`src/rtl/wsa_pkg.sv`:
```
`timescale 1ns/1ps
package wsa_pkg;

    // Weight-load controller states
    typedef enum logic [1:0] {
        LD_EMPTY = 2'd0,
        LD_FILL  = 2'd1,
        LD_FULL  = 2'd2
    } ld_state_e;

endpackage

```
`src/rtl/wsa_delay.sv`:
```
`timescale 1ns/1ps
// Fixed-length delay line that advances only when adv is high.
// D = 0 gives a plain wire.
module wsa_delay #(
    parameter int W = 8,
    parameter int D = 1
) (
    input  logic         clk,
    input  logic         rst_n,
    input  logic         adv,
    input  logic [W-1:0] d,
    output logic [W-1:0] q
);

    generate
        if (D == 0) begin : g_wire
            logic unused_ctl;
            assign unused_ctl = clk ^ rst_n ^ adv;
            assign q = d;
        end else begin : g_regs
            logic [W-1:0] st [D];
            always_ff @(posedge clk or negedge rst_n) begin
                if (!rst_n) begin
                    for (int i = 0; i < D; i++) st[i] <= '0;
                end else if (adv) begin
                    st[0] <= d;
                    for (int i = 1; i < D; i++) st[i] <= st[i-1];
                end
            end
            assign q = st[D-1];
        end
    endgenerate

endmodule

```
`src/rtl/wsa_pe.sv`:
```
`timescale 1ns/1ps
// One grid cell: a held weight, one signed multiply, one accumulate.
module wsa_pe #(
    parameter int DW = 8,
    parameter int AW = 16
) (
    input  logic          clk,
    input  logic          rst_n,
    input  logic          en,
    input  logic          wset,
    input  logic [DW-1:0] w_in,
    input  logic [DW-1:0] din,
    input  logic          vin,
    input  logic [AW-1:0] acc_in,
    output logic [DW-1:0] w_out,
    output logic [DW-1:0] d_out,
    output logic          v_out,
    output logic [AW-1:0] acc_out
);

    localparam int PW = 2 * DW;

    logic [DW-1:0]        w_q;
    logic [DW-1:0]        d_q;
    logic                 v_q;
    logic [AW-1:0]        acc_q;
    logic signed [PW-1:0] prod;
    logic signed [AW-1:0] prod_ext;

    assign prod     = $signed(w_q) * $signed(din);
    assign prod_ext = AW'(prod);

    always_ff @(posedge clk or negedge rst_n) begin
        if (!rst_n) begin
            w_q   <= '0;
            d_q   <= '0;
            v_q   <= 1'b0;
            acc_q <= '0;
        end else if (en) begin
            if (wset) begin
                w_q <= w_in;
            end else begin
                d_q   <= din;
                v_q   <= vin;
                acc_q <= vin ? (acc_in + prod_ext) : acc_in;
            end
        end
    end

    assign w_out   = w_q;
    assign d_out   = d_q;
    assign v_out   = v_q;
    assign acc_out = acc_q;

endmodule

```
`src/rtl/wsa_load_ctl.sv`:
```
`timescale 1ns/1ps
// Counts weight shifts and reports a complete resident matrix.
module wsa_load_ctl
    import wsa_pkg::*;
#(
    parameter int N = 4
) (
    input  logic clk,
    input  logic rst_n,
    input  logic en,
    input  logic wset,
    output logic w_loaded
);

    localparam int CW = $clog2(N + 1);

    ld_state_e     state_q, state_d;
    logic [CW-1:0] cnt_q, cnt_d;
    logic          shift;

    assign shift = en & wset;

    // State register
    always_ff @(posedge clk or negedge rst_n) begin
        if (!rst_n) begin
            state_q <= LD_EMPTY;
            cnt_q   <= '0;
        end else begin
            state_q <= state_d;
            cnt_q   <= cnt_d;
        end
    end

    // Next state
    always_comb begin
        state_d = state_q;
        cnt_d   = cnt_q;
        unique case (state_q)
            LD_EMPTY, LD_FULL: begin
                if (shift) begin
                    cnt_d   = CW'(1);
                    state_d = (N == 1) ? LD_FULL : LD_FILL;
                end
            end
            LD_FILL: begin
                if (shift) begin
                    cnt_d = cnt_q + CW'(1);
                    if (cnt_q == CW'(N - 1)) state_d = LD_FULL;
                end
            end
            default: begin
                state_d = LD_EMPTY;
                cnt_d   = '0;
            end
        endcase
    end

    // Outputs
    always_comb begin
        w_loaded = (state_q == LD_FULL);
    end

endmodule

```
`src/rtl/wsa_array.sv`:
```
`timescale 1ns/1ps
// N x N weight-stationary multiply-accumulate grid with input skew,
// output de-skew and weight-load sequencing.
module wsa_array #(
    parameter int N  = 4,
    parameter int DW = 8,
    parameter int AW = 16
) (
    input  logic            clk,
    input  logic            rst_n,
    input  logic            en,
    input  logic            wset,
    input  logic [N*DW-1:0] wt_in,
    input  logic            act_vld,
    input  logic [N*DW-1:0] act_in,
    output logic            w_loaded,
    output logic            out_vld,
    output logic [N*AW-1:0] out_sum
);

    localparam int SKW = DW + 1;   // valid + activation
    localparam int DSW = AW + 1;   // valid + sum

    logic adv;
    logic act_take;

    assign adv      = en & ~wset;
    assign act_take = act_vld & w_loaded;

    wsa_load_ctl #(.N(N)) u_ctl (
        .clk      (clk),
        .rst_n    (rst_n),
        .en       (en),
        .wset     (wset),
        .w_loaded (w_loaded)
    );

    logic [SKW-1:0] skew_q [N];
    logic [DW-1:0]  row_d  [N];
    logic           row_v  [N];

    logic [DW-1:0]  pe_din [N][N];
    logic           pe_vin [N][N];
    logic [DW-1:0]  pe_win [N][N];
    logic [AW-1:0]  pe_ain [N][N];
    logic [DW-1:0]  pe_d   [N][N];
    logic           pe_v   [N][N];
    logic [DW-1:0]  pe_w   [N][N];
    logic [AW-1:0]  pe_acc [N][N];

    logic [DSW-1:0] ds_q   [N];
    logic [N-1:0]   col_v;
    logic [N-1:0]   unused_right;
    logic [N-1:0]   unused_bottom;

    genvar k, j;
    generate
        // Row k enters k cycles late
        for (k = 0; k < N; k++) begin : g_skew
            wsa_delay #(.W(SKW), .D(k)) u_skew (
                .clk   (clk),
                .rst_n (rst_n),
                .adv   (adv),
                .d     ({act_take, act_in[k*DW +: DW]}),
                .q     (skew_q[k])
            );
            assign row_v[k] = skew_q[k][DW];
            assign row_d[k] = skew_q[k][DW-1:0];
            assign unused_right[k] = ^{pe_d[k][N-1], pe_v[k][N-1]};
        end

        for (k = 0; k < N; k++) begin : g_row
            for (j = 0; j < N; j++) begin : g_col
                if (j == 0) begin : g_left
                    assign pe_din[k][j] = row_d[k];
                    assign pe_vin[k][j] = row_v[k];
                end else begin : g_inner_h
                    assign pe_din[k][j] = pe_d[k][j-1];
                    assign pe_vin[k][j] = pe_v[k][j-1];
                end
                if (k == 0) begin : g_top
                    assign pe_win[k][j] = wt_in[j*DW +: DW];
                    assign pe_ain[k][j] = '0;
                end else begin : g_inner_v
                    assign pe_win[k][j] = pe_w[k-1][j];
                    assign pe_ain[k][j] = pe_acc[k-1][j];
                end
                wsa_pe #(.DW(DW), .AW(AW)) u_pe (
                    .clk     (clk),
                    .rst_n   (rst_n),
                    .en      (en),
                    .wset    (wset),
                    .w_in    (pe_win[k][j]),
                    .din     (pe_din[k][j]),
                    .vin     (pe_vin[k][j]),
                    .acc_in  (pe_ain[k][j]),
                    .w_out   (pe_w[k][j]),
                    .d_out   (pe_d[k][j]),
                    .v_out   (pe_v[k][j]),
                    .acc_out (pe_acc[k][j])
                );
            end
        end

        // Column j leaves N-1-j cycles late so all columns line up
        for (j = 0; j < N; j++) begin : g_deskew
            wsa_delay #(.W(DSW), .D(N - 1 - j)) u_dsk (
                .clk   (clk),
                .rst_n (rst_n),
                .adv   (adv),
                .d     ({pe_v[N-1][j], pe_acc[N-1][j]}),
                .q     (ds_q[j])
            );
            assign col_v[j]             = ds_q[j][AW];
            assign out_sum[j*AW +: AW]  = ds_q[j][AW-1:0];
            assign unused_bottom[j]     = ^pe_w[N-1][j];
        end
    endgenerate

    assign out_vld = &col_v;

endmodule

```
`config.mk`:
```
export PLATFORM = sky130hd
export DESIGN_NAME = wsa_array
export DESIGN_NICKNAME = d
export VERILOG_FILES = /design/src/rtl/wsa_pkg.sv /design/src/rtl/wsa_delay.sv /design/src/rtl/wsa_pe.sv /design/src/rtl/wsa_load_ctl.sv /design/src/rtl/wsa_array.sv
export SDC_FILE = /design/constraint.sdc
export NUM_CORES = 2
export LEC_CHECK = 0
export BUFFER_PORTS_ARGS = -buffer_cell sky130_fd_sc_hd__buf_2
export CORE_UTILIZATION = 70
export DETAILED_ROUTE_END_ITERATION = 6
export HOLD_SLACK_MARGIN = 0.03
export PLACE_DENSITY_LB_ADDON = 0.05
export SYNTH_ARGS = -nofsm -noshare
export SYNTH_HDL_FRONTEND = slang
export SYNTH_SLANG_ARGS = --single-unit
```
`constraint.sdc`:
```
create_clock -name clk -period 7.8 [get_ports clk]
set_clock_uncertainty 0.05 [all_clocks]
set_input_delay 0.78 -clock clk [delete_from_list [all_inputs] [get_ports clk]]
set_output_delay 0.78 -clock clk [all_outputs]
set_load 0.01 [all_outputs]
```
* Yosys cells after proc, flatten, opt, wreduce, memory -nomap -nowiden
Cells that the tools add are included.
Cells by class: bitwise operators 4, reduce and logical (&&, ||, !) cells 7, multiplexer cells 23, shift-type cells 0, divide/modulo/power cells 0, multipliers 16, eq/ne operators 6, $lt $le $gt $ge 0, add/subtract/negate cells 13
Operators by type and width (number):
- $mul 8x8->16 | 16
- $mux 16 | 16
- $add 16x16->16 | 12
- $mux 2 | 3
- $mux 3 | 2
- $ne 2x1->1 const B | 3
- $pmux 3 s2 | 1
- $reduce_and 2->1 | 3
- $pmux 2 s2 | 1
- $reduce_and 4->1 | 1
- $add 3x1->3 const B | 1
- $and 1x1->1 | 3
- $eq 3x2->1 const B | 1
- $reduce_and 3->1 | 1
- $eq 2x1->1 const B | 1
- $eq 2x2->1 const B | 1
- $logic_not 2->1 | 1
- $reduce_or 2->1 | 1
- $not 1->1 | 1
Word-level totals: register bits after elaboration 654, logic and storage cells 140, bits in latches 0, memory bits (writable) 0, memories kept 0, output and inout port bits 66, memory bits (read-only) 0

* Logic depth before layout (Yosys ltp)
depth after elaboration 4, depth in mapped cells 18

* Hierarchy
Synthesis repeated with hierarchy kept, for this count alone.
Second synthesis, totals: cell total of the unflattened synthesis 7248, area total of the unflattened synthesis 75160.8 µm²
By module, submodules not included:
- wsa_pe at g_row[1].g_col[0].u_pe ... | cells each 425, area each 4237.8 µm², seq. area each 825.8 µm², instances 10
- wsa_pe at g_row[0].g_col[0].u_pe ... | cells each 427, area each 4247.8 µm², seq. area each 825.8 µm², instances 4
- wsa_pe at g_row[3].g_col[2].u_pe ... | cells each 425, area each 4225.3 µm², seq. area each 825.8 µm², instances 2
- wsa_delay at g_deskew[0].u_dsk | cells each 125, area each 2277.2 µm², seq. area each 1276.2 µm², instances 1
- wsa_delay at g_deskew[1].u_dsk | cells each 89, area each 1545.2 µm², seq. area each 850.8 µm², instances 1
- wsa_delay at g_skew[3].u_skew | cells each 66, area each 1173.6 µm², seq. area each 675.6 µm², instances 1
- wsa_delay at g_skew[2].u_skew | cells each 47, area each 789.5 µm², seq. area each 450.4 µm², instances 1
- wsa_delay at g_deskew[2].u_dsk | cells each 36, area each 685.7 µm², seq. area each 425.4 µm², instances 1
- wsa_delay at g_skew[1].u_skew | cells each 19, area each 371.6 µm², seq. area each 225.2 µm², instances 1
- wsa_load_ctl | cells each 28, area each 277.8 µm², seq. area each 125.1 µm², instances 1
- wsa_delay at g_deskew[3].u_dsk | cells each 17, area each 127.6 µm², seq. area each 0.0 µm², instances 1
- wsa_delay at g_skew[0].u_skew | cells each 9, area each 67.6 µm², seq. area each 0.0 µm², instances 1
- wsa_array | cells each 4, area each 25.0 µm², seq. area each 0.0 µm², instances 1

* Least setup slack after synthesis
Ideal clock, no wire load.
path type reg-to-reg, start register g_row[1].g_col[1].u_pe.d_q[0], end register g_row[1].g_col[2].u_pe.acc_q[13], clock period less this slack 4923 ps, stages on the path, launching flop included 17, required time 7615 ps, arrival time 4739 ps, setup time 135 ps, path slack 2877 ps, buffers on the path 1, cell sequence dfrtp_1 clkbuf_1 and2_1 inv_1 fa_1 inv_1 fa_1 fa_1 fa_1 fa_1 ha_1 o21a_1 o21a_1 a21oi_1 o21ai_0 xnor2_1 o22ai_1
Between the ends: word-level cells in the longest chain between the ends 3
RTL lines:
- from (decl) | line wsa_pe.sv:24 | logic [DW-1:0] d_q;
- from (signal assigned) | line wsa_pe.sv:43 | d_q <= din;
- $mul 8x8->16 | line wsa_pe.sv:30 | assign prod = $signed(w_q) * $signed(din);
- $add 16x16->16 | line wsa_pe.sv:45 | acc_q <= vin ? (acc_in + prod_ext) : acc_in;
- $mux 16 | line wsa_pe.sv:45
- to (signal assigned) | line wsa_pe.sv:45
- to (decl) | line wsa_pe.sv:26 | logic [AW-1:0] acc_q;
Every way passes these cells. A chain may end at the register's enable or synchronous reset.

* Final worst setup path
Same ends and word-level chain as after synthesis.

==> impl_results.md <==
* CTS H-tree depth at 3
* CORE AREA at 98710 um^2
* Final Cell Area at 73350 um^2
* Total of max-cap violations at 0
* Largest net degree at the start of global routing at 215
* Max-slew violation count at 0
* Status: complete, no violations
* Cells after synthesis at 7492
* Critical Path RT at 8250 ps
* Drt total wl at 151.8 mm
* Buf/Inv on CP at 2
* P&R area growth vs syn at 4.757%
* Crit. End Element: flip-flop
* Root buffer cell: clkbuf_16
* Post-Syn Area per Cell at 9.346 um^2
* Gate power share at 58.4%
* Fin crit share at 67.76%
* Postcts setup bufs at 0
* CP Launch Type: flip-flop
* Sequential Power Share at 23.2%
* Clk buf depth at 3
* Critical path class: flip-flop to flip-flop
* Total negative slack at 0 ps
* Detailed placer's ending HPWL at 117.9 mm
* Layout Nets at 9031
* Die area at 101300 um^2
* CTS tree: built
* Highest Clock Rate at 189.2 MHz
* Vias per inst at 5.586
* Reg2Reg Setup Slack at 2510 ps
* Cell Rows at 115
* Power density over the cells at 268.4 nW/um^2
* Commonest non-fill, non-tap cells in the layout: nand2_1 (1694), inv_1 (1145), fa_1 (1072)
* Clock-pin slew on the worst setup and hold paths at 60 ps
* Maximum VDD drop at 219.4 uV
* Commonest non-fill, non-tap cell in the layout: nand2_1
* Hold Path Class: input port to async pin
* Min Tclk post-route at 5286 ps
* Seq/Total Area, Yosys at 22.73%
* Drt drc at 0
* First-pass GRT wire length at 260.8 mm
* Worst-Skew Late Latency at 670 ps
* Crit path DAT at 5730 ps
* Synthesis-stage register bit count at 636
* Die Y at 318.3 um
* Final hold viol count at 0
* Placer Congestion at 0.9090
* Sw Ratio at 44.57%
* Worst Tran Pin Value at 1249 ps
* Cell Int Power at 10910 uW
* Most used cell, CP: fa_1
* Crit path cell chain: and2_1 -> inv_1 -> fa_1 -> inv_1 -> fa_1 -> fa_1 -> fa_1 -> fa_1 -> ha_1 -> o21a_1 -> o21a_1 -> a21oi_1 -> o21ai_0 -> xnor2_1 -> o22ai_1
* Slew HR at 16.72%
* Number of fill cells at 7308
* Clk pwr share at 18.3%
* Crit-path leading delay family: adder cells
* Syn nets at 9195
* Psw at 8775 uW
* Wirelength per Cell at 17.50 um
* GR Util All Layers at 31.85%
* Netlist cell types at 53
* Input/output buffers at 134
* Number of synthesis warnings at 0
* Initial Util at 70.94%
* Chip width at 318.3 um
* RSZ-0062 raised after global routing: false
* CTS Hold Bufs at 0
* Routed vias at 48470
* Pre-antenna DRT Iters at 6
* Post-DP Area at 70820 um^2
* Detailed Route Iter0 Violations at 3284
* Num ports at 135
* Slowest stage delay, CP at 560 ps
* # clock sinks at 636
* Overflow after GRT at 0
* Total power at 19690 uW
* Post-route ant nets at 0
* Worst-path cell with the longest stage delay: fa_1
* Post-Syn Area at 70020 um^2
* Num CTS Buffers at 76
* Final cell count without fillers at 8676
* CTS resizes at 0
* Antenna violations before repair at 0
* Layout cells sized above 1 at 4.453%
* Placed Cells at 8537
* Number of global-route vias before repair at 51530
* Leak Pwr at 0.03881 uW
* Setup violators final at 0
* Worst Path Max Fanout at 10
## synthesized netlist by cell type, drive strengths merged
master	instances	area, um^2
a41o	12	120.1
nor4b	1	8.760
o31ai	29	282.8
nor3	26	140.1
xor2	45	394.1
clkbuf	266	998.5
mux2	9	101.4
nor3b	28	210.2
o22ai	24	156.4
nand3	17	85.08
and2	525	3284
a31oi	2	12.51
a221oi	2	30.03
o21a	35	262.8
mux2i	113	1131
o41ai	1	8.760
o21ai	312	1569
o21bai	33	247.7
nand2b	33	206.5
inv	1145	4298
and3	6	37.54
a32o	2	20.02
dfrtp	636	15920
nand3b	1	7.510
o211ai	14	105.1
a21boi	2	18.77
fa	1072	21460
and3b	1	8.760
o211a	1	10.01
xnor2	267	2346
a21o	47	352.8
ha	562	7032
buf	132	775.7
a211oi	32	255.3
nor4	1	6.260
nand2	1695	6362
a21oi	182	929.6
or3	3	18.77
clkinv	6	22.52
nor2b	57	356.6
nor2	115	431.7
## layout make-up
cell class | instances | area (um^2) | area share, %
multi-input cells | 5307 | 48040 | 65.49
flip-flops and latches | 636 | 15920 | 21.70
inverters | 1151 | 4320 | 5.890
clock buffers | 94 | 2049 | 2.794
well taps | 1287 | 1610 | 2.195
repair buffers | 156 | 933.4 | 1.272
clock inverters | 44 | 481.7 | 0.6567
diodes | 1 | 2.502 | 0.003412
## metrics by stage
step | worst slack, ps | hold WS [ps] | util (%)
after floorplan | 2877 | 388.6 | -
after global placement | 2721 | 396.3 | 71.75
after detailed placement | 2543 | 398.4 | 71.75
after CTS | 2527 | 65.57 | 74.31
after global routing | 2172 | 111.0 | 74.31
final | 2514 | 73.28 | 74.31
## power by group through the flow
stage	combinational, uW	sequential [uW]	clock [uW]
final	11500	4580	3610
after global routing	13100	4650	3800
after CTS	11500	4560	3680
after detailed placement	11400	4610	0
after global placement	10900	4590	0
after floorplan	9470	4000	0
## path summary, 6_finish.rpt
kind,from,end,cells after the start
setup / recovery,g_row[1].g_col[1].u_pe.d_out[0]$_DFFE_PN0P_,g_row[1].g_col[2].u_pe.acc_out[13]$_DFFE_PN0P_,15
hold / removal,rst_n,g_deskew[0].u_dsk.q[8]$_DFFE_PN0P_,1
setup reg to reg,g_row[1].g_col[1].u_pe.d_out[0]$_DFFE_PN0P_,g_row[1].g_col[2].u_pe.acc_out[13]$_DFFE_PN0P_,15
hold reg to reg,g_skew[3].u_skew.g_regs.st[25]$_DFFE_PN0P_,g_skew[3].u_skew.g_regs.st[16]$_DFFE_PN0P_,2
max in group asynchronous,rst_n,g_row[2].g_col[2].u_pe.d_out[6]$_DFFE_PN0P_,2
min in group clk,act_in[25],g_skew[3].u_skew.g_regs.st[19]$_DFFE_PN0P_,3
## logic make-up after synthesis
kind of cell	synth area share, %
flip-flops	22.73
AND/OR/NAND/NOR	15.94
buffers and inverters	8.704
XOR/XNOR	3.913
adder cells (fa/ha/maj)	40.69
AO/OA/AOI/OAI	6.258
multiplexers	1.760
## worst register-to-register path, cell delays in order (launching register included)
cell and delay, ps:
dfrtp_1 520, and2_1 530, inv_1 120, fa_1 500
inv_1 50, fa_1 480, fa_1 560, fa_1 430
fa_1 380, ha_1 350, o21a_1 230, o21a_1 190
a21oi_1 300, o21ai_0 170, xnor2_1 160, o22ai_1 80
## sequential cells by signal, indices dropped and copies added, names as in the netlist
| signal | flops |
|---|---|
| g_deskew.u_dsk.q | 49 |
| u_ctl.cnt_q | 3 |
| g_row.g_col.u_pe.v_out | 2 |
| g_skew.u_skew.g_regs.st | 24 |
| g_row.g_col.u_pe.w_out | 128 |
| u_ctl.state_q | 2 |
| g_row.g_col.u_pe.d_out | 96 |
| g_skew.u_skew.q | 27 |
| g_deskew.u_dsk.g_regs.st | 49 |
| g_row.g_col.u_pe.acc_out | 256 |
## metal layers
| layer | global-route usage [%] | wire, um |
|---|---|---|
| met3 | 3.784 | 8825 |
| met5 | 0 | 0 |
| met1 | 46.54 | 69110 |
| met4 | 7.805 | 3289 |
| met2 | 51.30 | 70600 |
Power figures use the tool's default switching activity.
